<file path="config.mk">
export PLATFORM = sky130hd
export DESIGN_NAME = unaligned_splitter
export DESIGN_NICKNAME = d
export VERILOG_FILES = /design/src/rtl/splitter_pkg.sv /design/src/rtl/splitter_plan.sv /design/src/rtl/splitter_merge.sv /design/src/rtl/unaligned_splitter.sv
export SDC_FILE = /design/constraint.sdc
export NUM_CORES = 1
export LEC_CHECK = 0
export ABC_CLOCK_PERIOD_IN_PS = 4100
export BUFFER_PORTS_ARGS = -buffer_cell sky130_fd_sc_hd__buf_2
export CAP_MARGIN = 5
export CORE_MARGIN = 2
export CORE_UTILIZATION = 58
export CTS_CLUSTER_DIAMETER = 30
export CTS_CLUSTER_SIZE = 16
export DETAILED_ROUTE_END_ITERATION = 12
export GPL_TIMING_DRIVEN = 0
export PLACE_DENSITY = 0.86
export SKIP_LAST_GASP = 1
export SYNTH_ARGS = -nofsm -noshare
export SYNTH_HDL_FRONTEND = slang
export SYNTH_SLANG_ARGS = --single-unit
</file>
<file path="constraint.sdc">
create_clock -name clk -period 4.1 [get_ports clk]
set_clock_uncertainty 0.15 [all_clocks]
set_input_delay 0.205 -clock clk [delete_from_list [all_inputs] [get_ports clk]]
set_output_delay 0.205 -clock clk [all_outputs]
set_load 0.005 [all_outputs]
</file>
<file path="src/rtl/splitter_pkg.sv">
package splitter_pkg;

    localparam int WORD_BITS = 32;
    localparam int CNT_W     = 2;

    typedef enum logic [1:0] {
        SZ_BYTE = 2'd0,
        SZ_WORD = 2'd1,
        SZ_LONG = 2'd2,
        SZ_RSVD = 2'd3
    } size_e;

    typedef enum logic [2:0] {
        ST_IDLE,
        ST_LOW,
        ST_HIGH,
        ST_FINISH,
        ST_REJECT
    } state_e;

    function automatic logic [WORD_BITS-1:0] len_mask(input logic [CNT_W-1:0] n);
        logic [WORD_BITS-1:0] m;
        m = '0;
        for (int i = 0; i < WORD_BITS / 8; i++) begin
            if (i < int'(n)) m[i*8 +: 8] = 8'hFF;
        end
        return m;
    endfunction

endpackage

</file>
<file path="src/rtl/splitter_plan.sv">
module splitter_plan
    import splitter_pkg::*;
#(
    parameter int ADDR_W = 32
) (
    input  logic [1:0]           size,
    input  logic [ADDR_W-1:0]    addr,
    input  logic [ADDR_W-1:0]    next_addr,
    input  logic [WORD_BITS-1:0] wdata,
    output logic                 legal,
    output logic                 two_frags,
    output logic [CNT_W-1:0]     lo_cnt,
    output logic [CNT_W-1:0]     hi_cnt,
    output logic [ADDR_W-1:0]    hi_addr,
    output logic [WORD_BITS-1:0] lo_wdata,
    output logic [WORD_BITS-1:0] hi_wdata
);

    localparam logic [ADDR_W-1:0] LW_ALIGN = ~(ADDR_W'(3));

    logic [1:0] offs;
    logic       is_word;
    logic       is_long;

    assign offs    = addr[1:0];
    assign is_word = (size == SZ_WORD);
    assign is_long = (size == SZ_LONG);

    always_comb begin
        legal     = (is_long && offs != 2'd0) || (is_word && offs[0]);
        two_frags = is_long || (is_word && offs == 2'd3);
        if (is_long) begin
            lo_cnt = 2'(3'd4 - {1'b0, offs});
            hi_cnt = offs;
        end else begin
            lo_cnt = (offs == 2'd1) ? 2'd2 : 2'd1;
            hi_cnt = 2'd1;
        end
    end

    assign hi_addr  = next_addr & LW_ALIGN;
    assign lo_wdata = wdata & len_mask(lo_cnt);
    assign hi_wdata = (wdata >> {lo_cnt, 3'b000}) & len_mask(hi_cnt);

endmodule

</file>
<file path="src/rtl/splitter_merge.sv">
module splitter_merge
    import splitter_pkg::*;
(
    input  logic [WORD_BITS-1:0] lo_data,
    input  logic [WORD_BITS-1:0] hi_data,
    input  logic [CNT_W-1:0]     lo_cnt,
    input  logic                 two_frags,
    output logic [WORD_BITS-1:0] result
);

    always_comb begin
        result = lo_data;
        if (two_frags) result = lo_data | (hi_data << {lo_cnt, 3'b000});
    end

endmodule

</file>
<file path="src/rtl/unaligned_splitter.sv">
module unaligned_splitter
    import splitter_pkg::*;
#(
    parameter int ADDR_W = 32
) (
    input  logic                 clk,
    input  logic                 rst_n,
    input  logic                 req_valid,
    output logic                 req_ready,
    input  logic [1:0]           req_size,
    input  logic                 req_write,
    input  logic [ADDR_W-1:0]    req_addr,
    input  logic [ADDR_W-1:0]    req_next_addr,
    input  logic [31:0]          req_wdata,
    output logic                 frag_valid,
    input  logic                 frag_ready,
    output logic                 frag_write,
    output logic [ADDR_W-1:0]    frag_addr,
    output logic [1:0]           frag_cnt,
    output logic [31:0]          frag_wdata,
    input  logic [31:0]          frag_rdata,
    output logic                 done,
    output logic [31:0]          rdata,
    output logic                 illegal
);

    state_e state_q, state_d;

    logic                 p_legal, p_two;
    logic [CNT_W-1:0]     p_lo_cnt, p_hi_cnt;
    logic [ADDR_W-1:0]    p_hi_addr;
    logic [WORD_BITS-1:0] p_lo_wd, p_hi_wd;

    logic                 two_q, write_q;
    logic [CNT_W-1:0]     lo_cnt_q, hi_cnt_q;
    logic [ADDR_W-1:0]    lo_addr_q, hi_addr_q;
    logic [WORD_BITS-1:0] lo_wd_q, hi_wd_q;
    logic [WORD_BITS-1:0] lo_rd_q, hi_rd_q;
    logic [WORD_BITS-1:0] merged;
    logic                 accept;

    splitter_plan #(.ADDR_W(ADDR_W)) u_plan (
        .size      (req_size),
        .addr      (req_addr),
        .next_addr (req_next_addr),
        .wdata     (req_wdata),
        .legal     (p_legal),
        .two_frags (p_two),
        .lo_cnt    (p_lo_cnt),
        .hi_cnt    (p_hi_cnt),
        .hi_addr   (p_hi_addr),
        .lo_wdata  (p_lo_wd),
        .hi_wdata  (p_hi_wd)
    );

    splitter_merge u_merge (
        .lo_data   (lo_rd_q),
        .hi_data   (hi_rd_q),
        .lo_cnt    (lo_cnt_q),
        .two_frags (two_q),
        .result    (merged)
    );

    assign accept = req_valid && (state_q == ST_IDLE);

    // next-state logic
    always_comb begin
        state_d = state_q;
        unique case (state_q)
            ST_IDLE:   if (req_valid) state_d = p_legal ? ST_LOW : ST_REJECT;
            ST_LOW:    if (frag_ready) state_d = two_q ? ST_HIGH : ST_FINISH;
            ST_HIGH:   if (frag_ready) state_d = ST_FINISH;
            ST_FINISH: state_d = ST_IDLE;
            ST_REJECT: state_d = ST_IDLE;
            default:   state_d = ST_IDLE;
        endcase
    end

    // state register
    always_ff @(posedge clk) begin
        if (!rst_n) state_q <= ST_IDLE;
        else        state_q <= state_d;
    end

    // request capture and returned-data capture
    always_ff @(posedge clk) begin
        if (!rst_n) begin
            two_q     <= 1'b0;
            write_q   <= 1'b0;
            lo_cnt_q  <= '0;
            hi_cnt_q  <= '0;
            lo_addr_q <= '0;
            hi_addr_q <= '0;
            lo_wd_q   <= '0;
            hi_wd_q   <= '0;
            lo_rd_q   <= '0;
            hi_rd_q   <= '0;
        end else begin
            if (accept) begin
                two_q     <= p_two;
                write_q   <= req_write;
                lo_cnt_q  <= p_lo_cnt;
                hi_cnt_q  <= p_hi_cnt;
                lo_addr_q <= req_addr;
                hi_addr_q <= p_hi_addr;
                lo_wd_q   <= p_lo_wd;
                hi_wd_q   <= p_hi_wd;
                lo_rd_q   <= '0;
                hi_rd_q   <= '0;
            end
            if (state_q == ST_LOW && frag_ready && !write_q)  lo_rd_q <= frag_rdata;
            if (state_q == ST_HIGH && frag_ready && !write_q) hi_rd_q <= frag_rdata;
        end
    end

    // outputs
    always_comb begin
        req_ready  = 1'b0;
        frag_valid = 1'b0;
        frag_write = write_q;
        frag_addr  = lo_addr_q;
        frag_cnt   = lo_cnt_q;
        frag_wdata = write_q ? lo_wd_q : '0;
        done       = 1'b0;
        illegal    = 1'b0;
        rdata      = '0;
        unique case (state_q)
            ST_IDLE:   req_ready = 1'b1;
            ST_LOW:    frag_valid = 1'b1;
            ST_HIGH: begin
                frag_valid = 1'b1;
                frag_addr  = hi_addr_q;
                frag_cnt   = hi_cnt_q;
                frag_wdata = write_q ? hi_wd_q : '0;
            end
            ST_FINISH: begin
                done  = 1'b1;
                rdata = write_q ? '0 : merged;
            end
            ST_REJECT: illegal = 1'b1;
            default:   req_ready = 1'b0;
        endcase
    end

    // checks
    assert_reset_idle_R1: assert property (@(posedge clk)
        $fell(rst_n) |=> (req_ready && !frag_valid && !done && !illegal));

    assert_cnt_range_R2: assert property (@(posedge clk) disable iff (!rst_n)
        frag_valid |-> (frag_cnt != 2'd0));

    assert_high_aligned_R2: assert property (@(posedge clk) disable iff (!rst_n)
        (frag_valid && state_q == ST_HIGH) |-> (frag_addr[1:0] == 2'b00));

    assert_wdata_masked_R6: assert property (@(posedge clk) disable iff (!rst_n)
        (frag_valid && frag_write) |-> ((frag_wdata & ~len_mask(frag_cnt)) == '0));

    assert_low_then_high_R7: assert property (@(posedge clk) disable iff (!rst_n)
        (state_q == ST_LOW && frag_ready && two_q) |=> (frag_valid && state_q == ST_HIGH));

    assert_done_after_last_R7: assert property (@(posedge clk) disable iff (!rst_n)
        (state_q == ST_HIGH && frag_ready) |=> done);

    assert_busy_not_ready_R8: assert property (@(posedge clk) disable iff (!rst_n)
        (frag_valid || done) |-> !req_ready);

    assert_done_pulse_R8: assert property (@(posedge clk) disable iff (!rst_n)
        done |=> (!done && req_ready));

    assert_illegal_quiet_R9: assert property (@(posedge clk) disable iff (!rst_n)
        illegal |-> (!frag_valid && !done) ##1 (!frag_valid && req_ready));

    assert_hold_fields_R10: assert property (@(posedge clk) disable iff (!rst_n)
        (frag_valid && !frag_ready) |=> (frag_valid && $stable(frag_addr) &&
            $stable(frag_cnt) && $stable(frag_wdata) && $stable(frag_write)));

endmodule

</file>
### After elaboration in Yosys (flattened, before gate mapping)

Index checks and enable logic that the tools add are counted.

| storage, ports and cells | value |
|---|---|
| bits in registers | 199 |
| input port bits | 135 |
| output and inout bits | 103 |
| logic and storage cells | 81 |

| operators by class | value |
|---|---|
| add/subtract/negate cells | 1 |
| magnitude comparators | 6 |
| eq/ne operators | 11 |
| shift-type cells | 2 |
| multiplexer cells | 30 |
| bitwise gates (word level) | 3 |
| reduce and logical (&&, ||, !) cells | 17 |

Operators by type and width:

| kind | count |
|---|---|
| 2-to-1 mux 32 bit | 10 |
| AND 32 x 24 -> 32 bit | 2 |
| 2-to-1 mux 8 bit | 6 |
| bitwise OR 32 bit | 1 |
| left shift 32 x 5 -> 32 bit | 1 |
| right shift 32 x 5 -> 32 bit | 1 |
| 2-to-1 mux 3 bit | 4 |
| one-hot mux 3 bit (3 select lines) | 1 |
| logical AND 1 bit | 8 |
| < comparator 1 x 2 -> 1 bit (first input constant) | 4 |
| 2-to-1 mux 2 bit | 4 |
| == test 3 x 2 -> 1 bit (second input constant) | 2 |
| != test 2 bit (second input constant) | 3 |
| nonzero test 2 bit | 3 |
| 2-to-1 mux 1 bit | 5 |
| == test 2 x 1 -> 1 bit (second input constant) | 2 |
| == test 2 bit (second input constant) | 2 |
| < comparator 2 bit (first input constant) | 2 |
| == test 3 x 1 -> 1 bit (second input constant) | 1 |
| == test 3 bit (second input constant) | 1 |
| logical NOT 3 bit | 1 |
| AND reduction 3 bit | 1 |
| logical OR 1 bit | 2 |
| OR reduction 2 bit | 1 |
| 2 further kinds | 2 |

### Longest topological paths before layout

Gate-level depths: netlist of run 1.

| depth | value |
|---|---|
| word-level depth | 6 |
| gate-level depth with buffers | 9 |

### Hierarchy

Synthesis of run 1 repeated with hierarchy kept, for this count alone.

| unflattened totals | value |
|---|---|
| cell total of the unflattened synthesis | 1397 |
| area total of the unflattened synthesis | 11006.8 sq um |

Modules (own cells, without submodules):

| module | times used | cells each | area an instance (sq um) | seq. area each (sq um) |
|---|---|---|---|---|
| unaligned_splitter | 1 | 1106 | 8957.3 | 4023.9 |
| splitter_plan | 1 | 198 | 1297.5 | 0.0 |
| splitter_merge | 1 | 93 | 752.0 | 0.0 |

### Worst setup path before layout of run 1

No wires, ideal clock.

| timing | value |
|---|---|
| path type | input -> register |
| start | in req_addr[0] |
| end | reg hi_wd_q[7] |
| library setup time | 0.115 ns |
| arrival time | 2.037 ns |
| slack | 1.798 ns |
| stages on the path | 8 |
| buffers on the path | 2 |
| cells stage by stage | buf_2 > inv_1 > ha_1 > buf_2 > nand3b_1 > a21boi_1 > mux4_2 > a31o_1 |

| on the way | value |
|---|---|
| word-level cells in the longest chain between the ends | 5 |
| elaborated cells on any way between the ends | 9 |
| those cells by class | add/sub (1); order compare (1); eq/ne (1); shift (1); mux (4); bitwise (1) |

RTL lines:

| element | RTL line | text |
|---|---|---|
| from (decl) | unaligned_splitter.sv:12 | `input logic [ADDR_W-1:0] req_addr,` |
| == test 2 x 1 -> 1 bit | splitter_plan.sv:36 | `lo_cnt = (offs == 2'd1) ? 2'd2 : 2'd1;` |
| 2-to-1 mux 2 bit | splitter_plan.sv:36 |  |
| 2-to-1 mux 2 bit | splitter_plan.sv:32 | `if (is_long) begin` |
| right shift 32 x 5 -> 32 bit | splitter_plan.sv:43 | `assign hi_wdata = (wdata >> {lo_cnt, 3'b000}) & len_mask(hi_cnt);` |
| AND 32 x 24 -> 32 bit (*) | splitter_plan.sv:43 |  |
| to (signal assigned) | unaligned_splitter.sv:107 | `hi_wd_q <= p_hi_wd;` |
| to (decl) | unaligned_splitter.sv:37 | `logic [WORD_BITS-1:0] lo_wd_q, hi_wd_q;` |

Mark *: on every way between the ends. The rest lies on a longest branch, timed or not.
A chain may end at the register's enable or synchronous reset.

### Final worst setup path of run 1

| timing | value |
|---|---|
| start | reg state_q[0] |
| end | out frag_wdata[15] |

| on the way | value |
|---|---|
| word-level cells in the longest chain between the ends | 2 |

RTL lines:

| element | RTL line | text |
|---|---|---|
| from (decl) | unaligned_splitter.sv:27 | `state_e state_q, state_d;` |
| from (signal assigned) | unaligned_splitter.sv:82 | `else state_q <= state_d;` |
| == test 3 x 2 -> 1 bit | unaligned_splitter.sv:127 | `unique case (state_q)` |
| 2-to-1 mux 32 bit | unaligned_splitter.sv:127 |  |
| to (decl) | unaligned_splitter.sv:20 | `output logic [31:0] frag_wdata,` |

Every way passes these cells.

==> results.ini, run 1 <==
[worst_setup_path]
worstSetupPathType = reg -> out
rr_startpoint = state_q[0]
path_buf_inv = 4
crit_start = state_q[0]
slowest_delay_ps = 470
crit_chain = buf_2 -> nor3b_1 -> buf_2 -> buf_1 -> nand2_1 -> a21boi_0 -> buf_2
cp_slowest_cell = buf_1
critPathRequiredTime_ps = 3740
crit_family = buffers and inverters
cp.arrival_ps = 2760
start_kind = flop
cp-end-kind = output pin
cp_max_fo = 10
crit_top_cell = buf_2

[sta]
slew-limit-headroom_pct = 52.5
finalSetupViolations = 0
final_max_slew_viol_count = 0
fin_crit_sh_pct = 75.9
setup_ws_ps = 989
max_freq_mhz = 321
finalHoldViolations = 0
post-route-min-period_ps = 3110
worstMarginPinSlew_ps = 713
grt_setup_unrepaired = no
finalSetupTns_ps = 0

[logic_synthesis]
synth_xor_area_share_pct = 0.0938
yosys_warnings = 0
synth-compound-area-share_pct = 21.6
synth-adder-area-share_pct = 0.536
synth_seq_cells = 183
synthFlopType = dfxtp_1
ys_top_cells_by_area = dfxtp_1 (39%), nand2_1 (16%), a21boi_0 (12%)
synth_edf_count = 0
post-synth-top-area-fraction_pct = 39.2
synthSimpleGateAreaFrac_pct = 26.7
synth_top_family_by_area = simple AND/OR/NAND/NOR gates
synth_cell_types = 49
yosysSeqAreaShare_pct = 39.2
synthDominantAreaCellType = dfxtp_1
avgSynthCellArea_um2 = 7.85
async_flop_share_pct = 0
syn-instance-count = 1189
synth_area_um2 = 9340
yosys-mux-area-fraction_pct = 5.67

[die]
core.rowCount = 46
die_area_um2 = 17100
chipWidth_um = 131
core_area_um2 = 15800
dieHeight_um = 131
start_util_pct = 59.0
io_pins = 238

[cts]
htreeDepth = 4
cts_buffers = 17
clkTransAtPathRegs_ps = 70
clockBufferDepth = 2
cts_tree = done
clkLatencyLatePin_ps = 440
cts_resized = 0
clkSinkCount = 183
root_buffer = clkbuf_16

[power_and_ir_drop]
finalPower_mw = 4.47
pwr_density_cell_nw_per_um2 = 353
leakage_nw = 5.17
peakVddDrop_mv = 0.329

[route]
viasPerCell = 5.84
routedWlPerCell_um = 18.7
vias = 10500
routed_wl_um = 33600
drc = 0
postRouteAntennaNets = 0
drtIter0Drc = 1011
dr.pass1.iters = 5

[global_route]
grt_pass1_vias = 10100
gr-usage-all-layers_pct = 39.1
grt_max_degree = 17
antenna_found_initial = 1
grt_remaining_overflow = 0
grt_pass1_wl_um = 51800

[worst_hold_path]
min_from = req_size[1]
worstHoldPathType = in -> reg

[place]
pre_cts_slack_ps = 1210
gp_congestion = 1.03
port_buffers = 226
dpl_cell_area_um2 = 10800
hpwl_um = 21200

[cells_and_area]
final_common_cell = nand2_1
final_cell_mix = nand2_1 (388), buf_2 (257), dfxtp_1 (183)
design_area_um2 = 12700
nets = 1708
final_layout_size_suffix_gt1_share_pct = 23.4
seq_area_um2 = 3660
num-fill-cells = 1049
syn_to_final_growth_pct = 35.6
multi_input_area_um2 = 5130

[run]
maxCapViolations = 0

[run_status]
status = completed

==> metal layers <==
| metal | vias to the layer above | global-route usage (%) | share of wire (%) |
|---|---|---|---|
| met1 | 4905 | 49.6 | 39 |
| met2 | 710 | 64.3 | 47 |
| met5 | - | 0 | 0 |
| met3 | 134 | 8.51 | 10 |
| met4 | 0 | 17.4 | 3.9 |
| li1 | 4762 | - | - |
==> worst paths after layout <==
kind,end,slack [ps],cells past startpoint
worst max register to register,hi_addr_q[14],1710,8
worst max-delay path,frag_wdata[15],990,7
worst min register to register,hi_wd_q[4],310,2
worst min-delay path,two_q,30,3
==> worst register-to-register path, delay by kind of cell, from the launching register on <==
| kind | cells | cell delay [ps] |
|---|---|---|
| buffers and inverters | 4 | 820 |
| AO/OA/AOI/OAI | 1 | 280 |
| flip-flops | 1 | 310 |
| AND/OR/NAND/NOR | 3 | 720 |
==> stage by stage <==
stage	cells	hold slack [ps]	utilization, %
6_report	1799	28.4	80.0
5_1_grt	1799	48.5	80.0
4_1_cts	1798	3.81	79.9
3_5_place_dp	1638	294	68.0
3_3_place_gp	1638	287	68.0
2_1_floorplan	1196	190	-
==> registers in the layout, summed over array words and instances (netlist names) <==
name and cells:
lo_rd_q 32, hi_addr_q 30, hi_rd_q 32, lo_cnt_q 2, lo_wd_q 24, state_q 3
hi_cnt_q 2, frag_write 1, two_q 1, lo_addr_q 32, hi_wd_q 24
==> synthesized netlist by cell type (2+ instances only) <==
library cell / count
buf_6: 6
a21boi_0: 147
buf_4: 9
mux4_2: 9
inv_1: 10
a211oi_1: 17
a21oi_1: 37
dfxtp_1: 183
nand3_2: 30
nor2_1: 38
nand2b_1: 3
nand2_1: 388
a21boi_1: 31
mux2_2: 21
nor2b_1: 11
o21ai_0: 19
a2bb2oi_1: 5
mux2i_1: 9
and2_1: 6
clkbuf_1: 58
buf_2: 31
o211a_1: 2
ha_1: 4
a222oi_1: 3
a221oi_1: 8
nand3b_1: 3
nand3_1: 63
nor4_2: 2
buf_1: 7
o31ai_1: 7
and3_1: 2
o22ai_1: 3
==> timing repair <==
action	CTS	global route
buffers inserted	0	0
hold endpoints to repair	171	0
hold buffers	128	0
endpoints found under the setup margin	0	0
==> layout make-up <==
type | count | area share, %
inverters | 10 | 0.297
plain buffers | 111 | 4.22
clock buffers | 20 | 3.69
flip-flops and latches | 183 | 29.0
clock inverters | 12 | 1.12
diodes | 1 | 0.0198
multi-input cells | 892 | 40.5
well taps | 216 | 2.14
repair buffers | 354 | 19.1
==> cells by family (layout without fill, tap and decap cells) <==
family,count (synthesis),count (layout)
buffers and inverters,121,507
DFF,183,183
xor gates and xnor gates,1,1
other,1,9
muxes,39,39
AOI/OAI and AO/OA,284,284
adders and majority gates,4,4
and+or+nand+nor,556,556
==> power by group <==
part	internal, mW	switching (mW)	total [mW]	leakage (nW)
sequential	1.87	0.0553	1.93	1.49
combinational	0.350	0.494	0.843	3.39
clock	0.955	0.746	1.70	0.287
total	3.18	1.30	4.47	5.17
No activity file was read; power rests on OpenSTA's default activity.
==> run 2: changes to the inputs <==
- ABC_CLOCK_PERIOD_IN_PS: 4100 -> 2800
- CORE_UTILIZATION: 58 -> 49
- PLACE_DENSITY: 0.86 -> 0.78
- clock period: 4.1 -> 2.8 ns (I/O delays scaled with it)
==> run 2 against run 1 <==
Against the previous run:
- power increased by 42%
- wire length decreased by 4.6%
- register-to-register slack got worse by 1600 ps
- combinational power increased by 46%
- cell area increased by 0.42%
- final cell count increased by 1.3%
- global-route usage decreased by 8.0 points
- core utilization decreased by 12 points
- first-iteration DRC count decreased by 7.9%
- non-clock buffer count increased by 5
- sequential power increased by 46%
- critical path depth decreased by 1
==> results.ini, run 2 (synthesis results as in run 1) <==
[die]
core_area_um2 = 18700
io_pins = 238
start_util_pct = 49.9
chipWidth_um = 142
dieHeight_um = 142
die_area_um2 = 20200
core.rowCount = 50

[route]
routed_wl_um = 32100
viasPerCell = 5.53
drtIter0Drc = 931
routedWlPerCell_um = 17.6
dr.pass1.iters = 6
vias = 10100
postRouteAntennaNets = 0
drc = 0

[cts]
clkLatencyLatePin_ps = 440
cts_tree = done
root_buffer = clkbuf_16
post-cts-setup-buffers = 0
clkTransAtPathRegs_ps = 70
cts_buffers = 17
clockBufferDepth = 2
htreeDepth = 4
clkSinkCount = 183

[sta]
slew-limit-headroom_pct = 52.5
worstMarginPinSlew_ps = 713
final_max_slew_viol_count = 0
finalSetupTns_ps = 0
finalHoldViolations = 0
finalSetupViolations = 0
post-route-min-period_ps = 2710
max_freq_mhz = 369
fin_crit_sh_pct = 96.9
grt_setup_unrepaired = yes

[place]
gp_congestion = 0.965
port_buffers = 226
place_inst = 1656
hpwl_um = 22000
dpl_cell_area_um2 = 10800

[run_status]
status = completed

[power_and_ir_drop]
peakVddDrop_mv = 0.429
leakage_nw = 5.19
pwr_density_cell_nw_per_um2 = 501

[run]
maxCapViolations = 0

[global_route]
grt_pass1_wl_um = 49700
antenna_found_initial = 0
gr-usage-all-layers_pct = 31.1
grt_pass1_vias = 9696
grt_max_degree = 20
grt_remaining_overflow = 0

[worst_hold_path]
worstHoldPathType = in -> reg

[cells_and_area]
syn_to_final_growth_pct = 36.1
largestRegisters = hi_rd_q x32, lo_addr_q x32, lo_rd_q x32
final_common_cell = nand2_1
final_layout_size_suffix_gt1_share_pct = 23.7
post_layout_nonfiller_instances = 1822
seq_area_um2 = 3660
design_area_um2 = 12700
multi_input_area_um2 = 5140
nets = 1713
num-fill-cells = 1523
final_cell_mix = nand2_1 (388), buf_2 (257), dfxtp_1 (183)

[worst_setup_path]
worstSetupPathType = reg -> out
start_kind = flop
cp.arrival_ps = 2420
critPathRequiredTime_ps = 2510
cp_max_fo = 10
cp-end-kind = output pin

==> run 2: cell count changes in the layout (fill, tap and decap cells not counted), moves of 2 or more <==
| cell | previous run | this run |
|---|---|---|
| buf_1 | 7 | 5 |
| dlygate4sd3_1 | 128 | 134 |
| clkbuf_1 | 58 | 56 |
| clkbuf_2 | 0 | 3 |
| bufinv_16 | 2 | 0 |
==> run 2: metrics by stage <==
step	power (mW)	hold slack, ps	utilization (%)	setup slack [ps]
finish	6.37	34.0	67.9	87.1
global route	6.60	91.6	67.9	-6.07
CTS	6.35	31.0	67.8	38.8
detailed placement	3.91	250	57.7	-70.9
global placement	3.90	243	57.7	-97.3
floorplan	3.49	125	-	563
==> run 2: worst max-delay path, cell delays in order, from the launching register on <==
cell and delay [ps]:
dfxtp_1 310, buf_2 300, buf_2 360, mux2_2 380
a221oi_1 420, nor2_1 70, buf_2 150
==> run 2: metal layers <==
layer | track usage [%] | share of wire (%)
met1 | 40.4 | 42
met2 | 51.5 | 46
met3 | 5.99 | 8.2
met4 | 11.9 | 3.2
met5 | 0 | 0
==> run 2: what timing repair did <==
item	4_1_cts	5_1_grt
pin swaps	0	0
hold buffers	134	0
gates resized for setup	1	10
endpoints found under the setup margin	7	45
endpoints found under the hold margin	179	0
==> run 2: report_power, final <==
part	internal, mW	switching [mW]
Combinational	0.521	0.705
Clock	1.23	1.10
Sequential	2.74	0.0755
==> run 2: worst paths after layout <==
path | from | endpoint | slack, ps | depth (start not counted)
max | lo_cnt_q[0] | rdata[23] | 90 | 6
max reg2reg | state_q[0] | lo_addr_q[10] | 120 | 9
min | req_wdata[27] | hi_wd_q[19] | 30 | 5
min reg2reg | lo_wd_q[16] | lo_wd_q[16] | 310 | 2
==> run 2: cell type report <==
| cell class | count | area share [%] |
|---|---|---|
| diodes | 1 | 0.0197 |
| plain buffers | 110 | 4.23 |
| repair buffers | 360 | 19.5 |
| clock buffers | 21 | 3.70 |
| inverters | 10 | 0.295 |
| clock inverters | 11 | 0.719 |
| flip-flops and latches | 183 | 28.8 |
| well taps | 234 | 2.30 |
| multi-input cells | 892 | 40.4 |
